$ cat src/rtl/fac_pkg.sv
// Shared opcode classification for the flash address mode controller.
// Assumes 8-bit opcodes; every opcode that is not listed is ignored.
package fac_pkg;

    typedef struct packed {
        logic takes_addr;  // opcode is followed by address bytes
        logic force_wide;  // always four address bytes
        logic go_wide;     // enter 4-byte mode
        logic go_narrow;   // leave 4-byte mode
        logic set_wel;
        logic clr_wel;
        logic ext_write;   // next byte is the extension register value
        logic ext_read;
    } op_class_t;

    function automatic op_class_t classify(input logic [7:0] op);
        op_class_t c;
        c = '0;
        case (op)
            8'h03, 8'h0B, 8'h3B, 8'hBB, 8'h6B, 8'hEB,
            8'h02, 8'h38, 8'h20, 8'h52, 8'hD8: c.takes_addr = 1'b1;
            8'h13, 8'h0C, 8'h3C, 8'hBC, 8'h6C, 8'hEC,
            8'h12, 8'h3E, 8'h21, 8'hDC, 8'h5C: begin
                c.takes_addr = 1'b1;
                c.force_wide = 1'b1;
            end
            8'hB7: c.go_wide   = 1'b1;
            8'hE9: c.go_narrow = 1'b1;
            8'h06: c.set_wel   = 1'b1;
            8'h04: c.clr_wel   = 1'b1;
            8'hC5: c.ext_write = 1'b1;
            8'hC8: c.ext_read  = 1'b1;
            default: c = '0;
        endcase
        return c;
    endfunction

endpackage

$ cat src/rtl/fac_seq.sv
// Byte sequencer: classifies the opcode, counts address bytes and emits
// single-cycle events. Assumes one byte per byte_valid while cs_n is low;
// a high cs_n drops any command in progress.
module fac_seq
    import fac_pkg::*;
#(
    parameter int BYTE_W     = 8,
    parameter int NARROW_CNT = 3,
    parameter int WIDE_CNT   = 4
) (
    input  logic                       clk,
    input  logic                       rst_n,
    input  logic                       cs_n,
    input  logic                       byte_valid,
    input  logic [BYTE_W-1:0]          byte_data,
    input  logic                       mode_wide,
    output logic                       ev_go_wide,
    output logic                       ev_go_narrow,
    output logic                       ev_set_wel,
    output logic                       ev_clr_wel,
    output logic                       ev_ext_data,
    output logic                       ev_ext_read,
    output logic                       ev_addr_done,
    output logic                       done_wide,
    output logic [BYTE_W-1:0]          done_op,
    output logic [BYTE_W*WIDE_CNT-1:0] done_raw
);
    localparam int ADDR_W = BYTE_W * WIDE_CNT;
    localparam int CNT_W  = $clog2(WIDE_CNT + 1);

    typedef enum logic [1:0] {S_OP, S_ADDR, S_DATA, S_SKIP} st_t;

    st_t               st_q;
    logic [CNT_W-1:0]  cnt_q, need_q;
    logic [ADDR_W-1:0] sh_q;
    logic [BYTE_W-1:0] op_q;
    logic              wide_q;
    op_class_t         cls;
    logic              take;
    logic              last_addr;

    // Classify the incoming byte as an opcode.
    always_comb cls = classify(byte_data);

    assign take      = byte_valid && !cs_n;
    assign last_addr = (st_q == S_ADDR) && (cnt_q == need_q - 1'b1);

    // Produce the event pulses for the current byte.
    always_comb begin
        ev_go_wide   = take && (st_q == S_OP) && cls.go_wide;
        ev_go_narrow = take && (st_q == S_OP) && cls.go_narrow;
        ev_set_wel   = take && (st_q == S_OP) && cls.set_wel;
        ev_clr_wel   = take && (st_q == S_OP) && cls.clr_wel;
        ev_ext_read  = take && (st_q == S_OP) && cls.ext_read;
        ev_ext_data  = take && (st_q == S_DATA);
        ev_addr_done = take && last_addr;
        done_wide    = wide_q;
        done_op      = op_q;
        done_raw     = {sh_q[ADDR_W-BYTE_W-1:0], byte_data};
    end

    // Advance the command state and shift in the address bytes.
    always_ff @(posedge clk) begin
        if (!rst_n || cs_n) begin
            st_q   <= S_OP;
            cnt_q  <= '0;
            need_q <= '0;
            sh_q   <= '0;
            op_q   <= '0;
            wide_q <= 1'b0;
        end else if (byte_valid) begin
            case (st_q)
                S_OP: begin
                    op_q  <= byte_data;
                    sh_q  <= '0;
                    cnt_q <= '0;
                    if (cls.takes_addr) begin
                        st_q   <= S_ADDR;
                        wide_q <= cls.force_wide || mode_wide;
                        need_q <= (cls.force_wide || mode_wide) ?
                                  CNT_W'(WIDE_CNT) : CNT_W'(NARROW_CNT);
                    end else if (cls.ext_write) begin
                        st_q <= S_DATA;
                    end else begin
                        st_q <= S_SKIP;
                    end
                end
                S_ADDR: begin
                    sh_q  <= {sh_q[ADDR_W-BYTE_W-1:0], byte_data};
                    cnt_q <= cnt_q + 1'b1;
                    if (last_addr) st_q <= S_SKIP;
                end
                S_DATA:  st_q <= S_SKIP;
                default: st_q <= S_SKIP;
            endcase
        end
    end

    // a deselect always returns the sequencer to opcode state.
    assert_deselect_resets_R10: assert property (@(posedge clk) disable iff (!rst_n)
        cs_n |=> (st_q == S_OP));

    // once a command is done, no further events occur until deselect.
    assert_skip_silent_R12: assert property (@(posedge clk) disable iff (!rst_n)
        (st_q == S_SKIP) |-> !(ev_addr_done || ev_ext_data || ev_go_wide || ev_set_wel));

endmodule

$ cat src/rtl/fac_regs.sv
// Mode, write-enable latch and extension register state.
// Assumes event pulses from fac_seq; only bit 0 of the extension register is stored.
module fac_regs #(
    parameter int BYTE_W = 8
) (
    input  logic              clk,
    input  logic              rst_n,
    input  logic              ev_go_wide,
    input  logic              ev_go_narrow,
    input  logic              ev_set_wel,
    input  logic              ev_clr_wel,
    input  logic              ev_ext_data,
    input  logic [BYTE_W-1:0] byte_data,
    output logic              mode_wide,
    output logic              wel_q,
    output logic              ext_a24
);
    // Update the mode flag, the latch and the extension bit from events.
    always_ff @(posedge clk) begin
        if (!rst_n) begin
            mode_wide <= 1'b0;
            wel_q     <= 1'b0;
            ext_a24   <= 1'b0;
        end else begin
            if (ev_go_wide)   mode_wide <= 1'b1;
            if (ev_go_narrow) mode_wide <= 1'b0;
            if (ev_set_wel)   wel_q     <= 1'b1;
            if (ev_clr_wel)   wel_q     <= 1'b0;
            if (ev_ext_data && wel_q) begin
                ext_a24 <= byte_data[0];
                wel_q   <= 1'b0;
            end
        end
    end

    // the extension bit holds while the latch is clear.
    assert_ext_guarded_R7: assert property (@(posedge clk) disable iff (!rst_n)
        !wel_q |=> $stable(ext_a24));

    // a write that changes the extension bit also clears the latch.
    assert_write_clears_wel_R7: assert property (@(posedge clk) disable iff (!rst_n)
        (ev_ext_data && wel_q) |=> !wel_q);

    // the mode flag changes only on an enter or exit opcode.
    assert_mode_needs_opcode_R2: assert property (@(posedge clk) disable iff (!rst_n)
        (!ev_go_wide && !ev_go_narrow) |=> $stable(mode_wide));

endmodule

$ cat src/rtl/fac_out.sv
// Output stage: registers the command strobe with its formed address and the
// register read strobe. Assumes raw holds the last WIDE_CNT bytes received.
module fac_out #(
    parameter int BYTE_W     = 8,
    parameter int NARROW_CNT = 3,
    parameter int WIDE_CNT   = 4
) (
    input  logic                       clk,
    input  logic                       rst_n,
    input  logic                       ev_addr_done,
    input  logic                       done_wide,
    input  logic [BYTE_W-1:0]          done_op,
    input  logic [BYTE_W*WIDE_CNT-1:0] done_raw,
    input  logic                       ev_ext_read,
    input  logic                       ext_a24,
    output logic                       cmd_valid,
    output logic [BYTE_W-1:0]          cmd_opcode,
    output logic [BYTE_W*WIDE_CNT-1:0] cmd_addr,
    output logic                       rd_valid,
    output logic [BYTE_W-1:0]          rd_data
);
    localparam int ADDR_W = BYTE_W * WIDE_CNT;
    localparam int LOW_W  = BYTE_W * NARROW_CNT;

    logic [ADDR_W-1:0] formed;

    // Choose between the full address and the extended narrow address.
    always_comb begin
        if (done_wide) formed = done_raw;
        else           formed = {{(ADDR_W-LOW_W-1){1'b0}}, ext_a24, done_raw[LOW_W-1:0]};
    end

    // Register the command and read strobes with their payloads.
    always_ff @(posedge clk) begin
        if (!rst_n) begin
            cmd_valid  <= 1'b0;
            cmd_opcode <= '0;
            cmd_addr   <= '0;
            rd_valid   <= 1'b0;
            rd_data    <= '0;
        end else begin
            cmd_valid <= ev_addr_done;
            rd_valid  <= ev_ext_read;
            if (ev_addr_done) begin
                cmd_opcode <= done_op;
                cmd_addr   <= formed;
            end
            if (ev_ext_read) rd_data <= {{(BYTE_W-1){1'b0}}, ext_a24};
        end
    end

    // reserved register bits read back as zero.
    assert_reserved_zero_R9: assert property (@(posedge clk) disable iff (!rst_n)
        rd_valid |-> (rd_data[BYTE_W-1:1] == '0));

    // a narrow command never carries address bits above A24.
    assert_narrow_high_zero_R3: assert property (@(posedge clk) disable iff (!rst_n)
        (ev_addr_done && !done_wide) |=> (cmd_addr[ADDR_W-1:LOW_W+1] == '0));

    // the command strobe lasts one cycle per completed address phase.
    assert_strobe_follows_R11: assert property (@(posedge clk) disable iff (!rst_n)
        ev_addr_done |=> cmd_valid);

endmodule

$ cat src/rtl/flash_addr_ctrl.sv
// Top of the flash address mode controller: sequencer, state registers and
// output stage. Assumes a byte-level SPI front end that asserts byte_valid once per byte.
module flash_addr_ctrl #(
    parameter int BYTE_W     = 8,
    parameter int NARROW_CNT = 3,
    parameter int WIDE_CNT   = 4
) (
    input  logic                       clk,
    input  logic                       rst_n,
    input  logic                       cs_n,
    input  logic                       byte_valid,
    input  logic [BYTE_W-1:0]          byte_data,
    output logic                       cmd_valid,
    output logic [BYTE_W-1:0]          cmd_opcode,
    output logic [BYTE_W*WIDE_CNT-1:0] cmd_addr,
    output logic                       rd_valid,
    output logic [BYTE_W-1:0]          rd_data,
    output logic                       addr4_mode,
    output logic                       wel
);
    localparam int ADDR_W = BYTE_W * WIDE_CNT;

    logic              ev_go_wide, ev_go_narrow, ev_set_wel, ev_clr_wel;
    logic              ev_ext_data, ev_ext_read, ev_addr_done, done_wide;
    logic [BYTE_W-1:0] done_op;
    logic [ADDR_W-1:0] done_raw;
    logic              mode_wide, wel_q, ext_a24;

    fac_seq #(.BYTE_W(BYTE_W), .NARROW_CNT(NARROW_CNT), .WIDE_CNT(WIDE_CNT)) u_seq (
        .clk(clk), .rst_n(rst_n), .cs_n(cs_n), .byte_valid(byte_valid),
        .byte_data(byte_data), .mode_wide(mode_wide),
        .ev_go_wide(ev_go_wide), .ev_go_narrow(ev_go_narrow),
        .ev_set_wel(ev_set_wel), .ev_clr_wel(ev_clr_wel),
        .ev_ext_data(ev_ext_data), .ev_ext_read(ev_ext_read),
        .ev_addr_done(ev_addr_done), .done_wide(done_wide),
        .done_op(done_op), .done_raw(done_raw)
    );

    fac_regs #(.BYTE_W(BYTE_W)) u_regs (
        .clk(clk), .rst_n(rst_n),
        .ev_go_wide(ev_go_wide), .ev_go_narrow(ev_go_narrow),
        .ev_set_wel(ev_set_wel), .ev_clr_wel(ev_clr_wel),
        .ev_ext_data(ev_ext_data), .byte_data(byte_data),
        .mode_wide(mode_wide), .wel_q(wel_q), .ext_a24(ext_a24)
    );

    fac_out #(.BYTE_W(BYTE_W), .NARROW_CNT(NARROW_CNT), .WIDE_CNT(WIDE_CNT)) u_out (
        .clk(clk), .rst_n(rst_n),
        .ev_addr_done(ev_addr_done), .done_wide(done_wide),
        .done_op(done_op), .done_raw(done_raw),
        .ev_ext_read(ev_ext_read), .ext_a24(ext_a24),
        .cmd_valid(cmd_valid), .cmd_opcode(cmd_opcode), .cmd_addr(cmd_addr),
        .rd_valid(rd_valid), .rd_data(rd_data)
    );

    assign addr4_mode = mode_wide;
    assign wel        = wel_q;

    // the two output strobes never coincide, since they come from distinct commands.
    assert_strobes_exclusive_R8: assert property (@(posedge clk) disable iff (!rst_n)
        !(cmd_valid && rd_valid));

endmodule

$ cat config.mk
export PLATFORM = sky130hd
export DESIGN_NAME = flash_addr_ctrl
export DESIGN_NICKNAME = d
export VERILOG_FILES = /design/src/rtl/fac_pkg.sv /design/src/rtl/fac_seq.sv /design/src/rtl/fac_regs.sv /design/src/rtl/fac_out.sv /design/src/rtl/flash_addr_ctrl.sv
export SDC_FILE = /design/constraint.sdc
export NUM_CORES = 1
export LEC_CHECK = 0
export ABC_CLOCK_PERIOD_IN_PS = 5560
export BUFFER_PORTS_ARGS = -buffer_cell sky130_fd_sc_hd__buf_2
export CAP_MARGIN = 0
export CORE_ASPECT_RATIO = 1.1
export CORE_UTILIZATION = 45
export DETAILED_ROUTE_END_ITERATION = 10
export GPL_TIMING_DRIVEN = 0
export PLACE_DENSITY = 0.66
export SLEW_MARGIN = 10
export SYNTH_ARGS = -nofsm -noshare
export SYNTH_HDL_FRONTEND = slang
export SYNTH_HIERARCHICAL = 1
export SYNTH_SLANG_ARGS = --single-unit
$ cat constraint.sdc
create_clock -name clk -period 5.56 [get_ports clk]
set_input_delay 1.112 -clock clk [delete_from_list [all_inputs] [get_ports clk]]
set_output_delay 1.112 -clock clk [all_outputs]
set_load 0.02 [all_outputs]
## After elaboration in Yosys (flattened, before gate mapping)

Index checks and enable logic that the tools add are counted.
Widths: inputs -> output; s select.

| word-level totals | value |
|---|---|
| bits in registers | 87 |
| logic and storage cells | 90 |
| output and inout bits | 52 |
| bits of input ports | 12 |

| operators by class | value |
|---|---|
| add/sub/neg operators | 2 |
| reductions and logical operators | 25 |
| bitwise gates (word level) | 1 |
| muxes and demuxes | 16 |
| eq/ne operators | 32 |

Operator list:

| operator | number |
|---|---|
| $eq 8x8->1 const B | 10 |
| $eq 8x6->1 const B | 6 |
| $pmux 24 s2 | 1 |
| $eq 8x7->1 const B | 4 |
| $mux 32 | 1 |
| $reduce_or 22->1 | 1 |
| $eq 8x2->1 const B | 2 |
| $eq 8x3->1 const B | 2 |
| $eq 8x4->1 const B | 2 |
| $eq 8x5->1 const B | 2 |
| $logic_and 1x1->1 | 11 |
| $reduce_or 11->1 | 1 |
| $mux 1 | 9 |
| $pmux 3 s2 | 1 |
| $reduce_and 2->1 | 3 |
| $mux 2 | 2 |
| $pmux 2 s2 | 1 |
| $add 3x1->3 const B | 1 |
| $eq 3x3->1 | 1 |
| $mux 3 | 1 |
| $reduce_and 3->1 | 1 |
| $reduce_or 3->1 | 1 |
| $sub 3x1->3 const B | 1 |
| $eq 2x1->1 const B | 1 |
| other kinds (8) | 10 |

## Longest topological paths before layout

Gate-level depths: netlist of the first run.

| logic depth | value |
|---|---|
| depth in word-level cells | 5 |
| depth in mapped cells | 9 |

## Hierarchy

The synthesis of the first run kept the hierarchy.

By module, submodules not included:

| module | seq. area each (um2) | cells an instance | times used | area an instance (um2) |
|---|---|---|---|---|
| fac_seq | 780.7 | 251 | 1 | 1911.8 |
| fac_out | 860.8 | 154 | 1 | 1780.5 |
| fac_regs | 60.1 | 11 | 1 | 113.9 |

## Worst setup path after synthesis of the first run

OpenSTA, ideal clock, no wires.

| timing path | value |
|---|---|
| path type | input -> register |
| start point | input port byte_data[7] |
| end point | register u_seq.need_q[1] |
| cell stages on the path | 6 |
| arrival time | 2.830 ns |
| library setup time | 0.122 ns |
| slack | 2.608 ns |
| data required time | 5.438 ns |
| cell sequence | buf_2 or4_4 or4b_1 o211a_2 and4_4 a311o_1 |

| between the ends | value |
|---|---|
| word-level cells in the longest chain between the ends | 5 |

Ends and longest elaborated chain:

| what | line | RTL |
|---|---|---|
| start, declared | flash_addr_ctrl.sv:12 | `input logic [BYTE_W-1:0] byte_data,` |
| $eq 8x5->1 (tied with other cells) | fac_pkg.sv:19 | `case (op)` |
| $reduce_or 11->1 | n/a |  |
| $mux 1 | fac_pkg.sv:19 |  |
| $logic_or 1x1->1 | fac_seq.sv:80 | `need_q <= (cls.force_wide \|\| mode_wide) ?` |
| $mux 3 | fac_seq.sv:80 |  |
| end signal, assigned | fac_seq.sv:80 |  |
| end, declared | fac_seq.sv:34 | `logic [CNT_W-1:0] cnt_q, need_q;` |

Parallel ways exist; a longest one is shown, timed or not.
A chain may end at the register's enable or synchronous reset.

## Worst setup path in the final report of the first run

| timing path | value |
|---|---|
| start point | input port byte_valid |
| end point | register u_out.rd_data[0] |

| between the ends | value |
|---|---|
| word-level cells in the longest chain between the ends | 3 |

Ends and longest elaborated chain:

| what | line | RTL |
|---|---|---|
| start, declared | flash_addr_ctrl.sv:11 | `input logic byte_valid,` |
| $logic_and 1x1->1 | fac_seq.sv:45 | `assign take = byte_valid && !cs_n;` |
| $logic_and 1x1->1 (2 in series) | fac_seq.sv:54 | `ev_ext_read = take && (st_q == S_OP) && cls.ext_read;` |
| net ev_ext_read | flash_addr_ctrl.sv:24 | `logic ev_ext_data, ev_ext_read, ev_addr_done, done_wide;` |
| end signal, assigned | fac_out.sv:48 | `if (ev_ext_read) rd_data <= {{(BYTE_W-1){1'b0}}, ext_a24};` |
| end, declared | fac_out.sv:20 | `output logic [BYTE_W-1:0] rd_data` |

The timed path passes the listed nets, and every way through them passes these cells.

==> results_dict.tcl, run 1 <==
set metrics [dict create \
    status "complete, no violations" \
    final_cell_mix "dfxtp_1, buf_2, nand2_1" \
    path_cells "buf_2 -> nor2b_1 -> clkbuf_1 -> nand2_1 -> or4_1 -> nor4b_1 -> mux2i_1 -> nor2b_1" \
    htree_levels 3 \
    place_area_um2 4230 \
    rsz0062_at_grt "false" \
    slowest_delay_ns 0.57 \
    synth_largest_area_cell "dfxtp_1" \
    syn_area_um2 3810 \
    start_util_pct 47.3 \
    nets 499 \
    fin_crit_ns 3.09 \
    yosysWarningCount 6 \
    port_buffers 53 \
    cts_setup_buffers 0 \
    clk_latency_ns 0.36 \
    timing.final.setup_violations 0 \
    slew_headroom_pct 63.1 \
    synthArstFlopShare_pct 0 \
    cts_buffers 9 \
    syn2layout_area_growth_pct 17.0 \
    synth_edf_count 0 \
    grt_max_degree 16 \
    route.detailed.drc 0 \
    worstSetupPathType "input pin to flip-flop" \
    cellPowerDensity_nw_per_um2 265 \
    cts.sinks 85 \
    grt_pass1_wl_um 14100 \
    fp-row-count 34 \
    use_met2_pct 33.6 \
    wl_um 8580 \
    tightest_slew_ns 0.546 \
    ioPinCount 64 \
    critPathCaptureType "flip-flop" \
    syn_inst 416 \
    cp.arrival_ns 3.34 \
    antenna_found_initial 0 \
    hold_start "u_seq/done_op[3]" \
    ff2ff_path_depth 7 \
    p_sw_share_pct 24.1 \
    holdBufCountCts 0 \
    hold_path_class "flip-flop to flip-flop" \
    drv_cap 0 \
    first_global_vias 2886 \
    ctsRootBufferMaster "clkbuf_8" \
    grt_use_met1_pct 27.9 \
    post-dp-hpwl_um 6020 \
    power_frac_comb_pct 7.1 \
    final_antenna_net_count 0 \
    grt_usage_pct 21.1 \
    clock_path_buffers 2 \
    clk_pin_slew_ns 0.08 \
    p_leak_nw 1.61 \
    tns_ns 0 \
    ys_types 49 \
    drv_slew 0 \
    rrSetupSlack_ns 3.02 \
    dieArea_um2 8830 \
    final_common_cell "dfxtp_1" \
    die_w_um 89.7 \
    cp.required_ns 5.81 \
    synth_top_area_share_pct 44.7 \
    fmax_mhz 324 \
    finalHoldViolCount 0 \
    holdPathStages 2 \
    period_share_pct 55.6 \
    gp_congestion 0.876 \
    clock_power_share_pct 40.9 \
    crit_top_cell "nor2b_1" \
    synthFlopType "dfxtp_1" \
    reg2reg_to "u_out/rd_data[0]" \
    switchingPower_w 0.000285 \
    ys_seq_area_share_pct 44.7 \
    clock_skew_ns 0.00903 \
    final_util_pct 55.4 \
    layout-drive-gt1-share_pct 23.0 \
    vias 3056 \
    p_int_w 0.000896 \
    ir_drop_v 0.000148 \
    crit_fanout 10 \
    fin_hold_ws_ns 0.463 \
    finalInstanceArea_um2 4450 \
    grt_busiest_layer "met2" \
    first_iter_violations 212 \
    slowest_stage "or4_1" \
    post_drt_wl_per_cell_um 14.3 \
    post_cts_resized 0 \
    timing.rr.start "u_seq/st_q[1]" \
    start_kind "input pin" \
    synth.area.top_cells "dfxtp_1, mux2i_1, nor2b_1, a21oi_1, nand2_1" \
    cts_tree "done" \
    seqPwrFrac_pct 52.0 \
    gr-usage-met3_pct 3.43 \
    overflow 0 \
    min_to "u_seq/done_op[3]" \
    n_antenna_cell 0 \
    synth.avg_cell_area_um2 9.15 \
    dr.pass1.iters 5 \
    design.core.area_um2 8040 \
    fill_cells 765 \
    routed_via_density 5.10 \
    synth_seq_cells 85 \
    die_h_um 98.5 \
]
-- logic make-up after synthesis --
group           after synthesis  share of synthesized area, %
mux                          35                          9.20
simple gates                179                          26.5
other cells                   1                        0.0985
flops                        85                          44.7
fa+ha+maj                     1                         0.329
xor+xnor                      3                         0.690
buf+inv                      50                          7.92
compound gates               62                          10.5
-- worst max path at each step --
stage                            start  depth (start not counted)          endpoint
final                       byte_valid                          8  u_out/rd_data[0]
after global routing        byte_valid                          8  u_out/rd_data[0]
after CTS                   byte_valid                          8  u_out/rd_data[0]
after detailed placement    byte_valid                          8  u_out/rd_data[0]
after global placement      byte_valid                          8  u_out/rd_data[0]
after floorplan           byte_data[7]                          6   u_seq/need_q[1]
-- state kept, by name, indices dropped and copies added (netlist names) --
register,cells
u_out/cmd_addr,32
u_seq/sh_q,24
u_out/cmd_opcode,8
u_seq/done_op,8
u_seq/cnt_q,3
u_seq/need_q,2
u_seq/st_q,2
u_out/cmd_valid,1
u_out/rd_data,1
u_out/rd_valid,1
u_regs/ext_a24,1
u_regs/mode_wide,1
u_regs/wel_q,1
-- final cells by class --
class	count	area [um^2]	area share (%)
well taps	108	135	3.04
plain buffers	48	294	6.60
repair buffers	53	265	5.96
flip-flops and latches	85	1700	38.2
clock inverters	7	98.8	2.22
multi-input cells	287	1830	41.0
inverters	2	7.51	0.169
clock buffers	9	124	2.78
-- through the flow --
step	std cells	worst slack (ns)	total power, W
finish	599	2.47	0.00118
global route	599	2.20	0.00123
CTS	599	2.50	0.00119
detailed placement	583	2.16	0.000711
global placement	583	2.15	0.000710
floorplan	422	2.61	0.000688
-- synthesized netlist by cell type (all sizes together), types with 2 or more instances --
library cell  instances
a211oi                2
a21boi                7
a21oi                39
and2                  3
and3                  4
and3b                 2
buf                  26
clkbuf               22
dfxtp                85
inv                   2
mux2i                35
nand2                48
nand2b               14
nand3                33
nand4                 4
nand4b                2
nor2                 12
nor2b                38
nor3                  5
nor3b                 2
nor4b                 4
o21ai                 7
or4                   3
xnor2                 2
-- power groups by stage --
stage | registers [W] | logic, W | clock network, W
6_report | 0.000614 | 0.0000836 | 0.000483
5_1_grt | 0.000615 | 0.0000924 | 0.000526
4_1_cts | 0.000614 | 0.0000830 | 0.000498
3_5_place_dp | 0.000628 | 0.0000825 | 0
3_3_place_gp | 0.000628 | 0.0000813 | 0
2_1_floorplan | 0.000628 | 0.0000601 | 0
-- critical path, delay by kind of cell --
kind	cells	cell delay (ns)
buffers and inverters	2	0.48
muxes	1	0.24
and+or+nand+nor	5	1.50
-- per-layer routing --
layer	share of wire, %	vias up
met5	0	-
met4	1.8	0
met3	4.3	14
met2	48	78
met1	46	1423
li1	-	1541
Note: power is estimated with default switching activity, not from simulation.
==> inputs of run 2 (changes only) <==
--- a/config.mk
+++ b/config.mk
@@ -5,14 +5,14 @@
 export SDC_FILE = /design/constraint.sdc
 export NUM_CORES = 1
 export LEC_CHECK = 0
-export ABC_CLOCK_PERIOD_IN_PS = 5560
+export ABC_CLOCK_PERIOD_IN_PS = 2600
 export BUFFER_PORTS_ARGS = -buffer_cell sky130_fd_sc_hd__buf_2
 export CAP_MARGIN = 0
 export CORE_ASPECT_RATIO = 1.1
 export CORE_UTILIZATION = 45
 export DETAILED_ROUTE_END_ITERATION = 10
 export GPL_TIMING_DRIVEN = 0
-export PLACE_DENSITY = 0.66
+export PLACE_DENSITY = 0.69
 export SLEW_MARGIN = 10
 export SYNTH_ARGS = -nofsm -noshare
 export SYNTH_HDL_FRONTEND = slang
==> constraint.sdc (replaced) <==
create_clock -name clk -period 2.6 [get_ports clk]
set_input_delay 0.52 -clock clk [delete_from_list [all_inputs] [get_ports clk]]
set_output_delay 0.52 -clock clk [all_outputs]
set_load 0.02 [all_outputs]
==> run 2 against run 1 <==
Net effect: via count about the same; wire length shrank 4.0%; core utilization decreased by 0.062 points; first-iteration DRC count down 24%; die area stayed put; final cell count unchanged; power increased by 110%; critical path depth fell by 1; clock-buffer cell count up 3; worst setup slack lost 2.2 ns; critical path type is now flip-flop to flip-flop.
==> results_dict.tcl, run 2 (synthesis gave the netlist of run 1 again) <==
set metrics [dict create \
    fmax_mhz 430 \
    dr_wl_met2_um 3800 \
    drv_slew 0 \
    period_share_pct 89.4 \
    wl_met3_um 412 \
    switchingPower_w 0.000606 \
    clock_skew_ns 0.00620 \
    fin_crit_ns 2.32 \
    totalPowerFinal_w 0.00248 \
    start_kind "flip-flop" \
    layout-drive-gt1-share_pct 23.2 \
    worstSetupPathType "flip-flop to flip-flop" \
    dr.pass1.iters 4 \
    ioPinCount 64 \
    routed_via_density 5.11 \
    top_regs "u_out/cmd_addr: 32 flops, u_seq/sh_q: 24 flops" \
    finalHoldViolCount 0 \
    ir_drop_v 0.000258 \
    p_leak_nw 1.60 \
    route.detailed.drc 0 \
    antenna_found_initial 0 \
    largest_reg_flops 32 \
    grt_usage_pct 20.1 \
    grt_max_degree 15 \
    status "complete, no violations" \
    final_antenna_net_count 0 \
    highest_layer "met4" \
    clock_path_buffers 2 \
    clk_latency_ns 0.35 \
    drt-met1-wl_um 3870 \
    critPathCaptureType "flip-flop" \
    cts_setup_buffers 0 \
    tightest_slew_ns 0.560 \
    die_w_um 89.7 \
    power_frac_comb_pct 7.2 \
    htree_levels 3 \
    rsz0062_at_grt "false" \
    first_iter_violations 162 \
    cts_tree "done" \
    clk_pin_slew_ns 0.09 \
    fill_cells 774 \
    syn2layout_area_growth_pct 16.8 \
    post-dp-hpwl_um 5870 \
    fp-row-count 34 \
    tns_ns 0 \
    grt_pass1_wl_um 13500 \
    design.core.area_um2 8040 \
    cts.sinks 85 \
    crit_top_cell "nor2b_1" \
    timing.final.setup_violations 0 \
    start_util_pct 47.3 \
    path_cells "nor2b_1 -> clkbuf_2 -> nand2_1 -> or4_1 -> nor4b_2 -> mux2i_1 -> nor2b_1" \
    cp.arrival_ns 2.57 \
    dieArea_um2 8830 \
    final_util_pct 55.3 \
    post_drt_wl_per_cell_um 13.8 \
    die_h_um 98.5 \
    gp_congestion 0.876 \
    first_global_vias 2866 \
    cp.required_ns 2.85 \
    post_cts_resized 1 \
    vias 3058 \
    regMostFlops "u_out/cmd_addr" \
    cellPowerDensity_nw_per_um2 557 \
    holdBufCountCts 0 \
    overflow 0 \
    drv_cap 0 \
    wl_um 8240 \
    cts_buffers 9 \
    final_common_cell "dfxtp_1" \
    slowest_delay_ns 0.59 \
    slowest_stage "or4_1" \
    slew_headroom_pct 62.5 \
    crit_fanout 10 \
    ctsRootBufferMaster "clkbuf_8" \
    n_antenna_cell 0 \
    p_int_w 0.00187 \
    nets 499 \
    clock_power_share_pct 39.8 \
    seqPwrFrac_pct 53.0 \
    p_sw_share_pct 24.4 \
    hold_path_class "input pin to flip-flop" \
    port_buffers 53 \
    final_cell_mix "dfxtp_1, buf_2, nand2_1" \
]
run 2: changes by cell type in the layout (fill, tap and decap cells not counted):
cell / previous run / this run
clkinv_2: 1 / 0
clkbuf_2: 0 / 1
clkbuf_8: 9 / 11
clkinv_4: 2 / 1
bufinv_16: 2 / 1
nor4b_2: 1 / 2
nor4b_1: 3 / 2
run 2: routing by layer:
layer  global-route usage, %  up-vias
li1                        -     1541
met1                    26.7     1417
met2                    31.1       87
met3                    3.60       13
met4                    9.65        0
met5                       0        -
run 2: final timing paths:
kind | slack, ns | startpoint | depth (start not counted) | end
setup / recovery | 0.28 | u_seq/st_q[1] | 7 | u_out/rd_data[0]
hold / removal | 0.43 | byte_data[3] | 3 | u_out/cmd_addr[3]
setup reg to reg | 0.28 | u_seq/st_q[1] | 7 | u_out/rd_data[0]
hold reg to reg | 0.46 | u_seq/done_op[1] | 2 | u_seq/done_op[1]
run 2: worst max-delay path: cells and delay by family (launching register included):
kind          cells  cell delay [ns]
simple gates      5             1.40
flops             1             0.35
mux               1             0.24
buf+inv           1             0.23
run 2: area by class of cell:
class	instances	area [um^2]	share of cell area [%]
clock inverters	4	55.1	1.24
flip-flops and latches	85	1700	38.3
multi-input cells	287	1830	41.2
well taps	108	135	3.04
clock buffers	12	155	3.49
plain buffers	48	295	6.64
inverters	2	7.51	0.169
repair buffers	53	265	5.97
run 2: per-stage QoR:
step / cells / instance area, um^2 / hold slack [ns] / setup WS [ns]
6_report: 599 / 4450 / 0.429 / 0.276
5_1_grt: 599 / 4450 / 0.447 / 0.115
4_1_cts: 599 / 4450 / 0.422 / 0.152
3_5_place_dp: 583 / 4230 / 0.449 / -0.357
3_3_place_gp: 583 / 4230 / 0.448 / -0.309
2_1_floorplan: 422 / 3830 / 0.432 / 0.240
run 2: power by group through the flow:
stage	registers, W	logic (W)	clock network (W)
after floorplan	0.00134	0.000128	0
after global placement	0.00134	0.000173	0
after detailed placement	0.00134	0.000174	0
after CTS	0.00131	0.000176	0.00101
after global routing	0.00131	0.000197	0.00106
final	0.00131	0.000178	0.000988
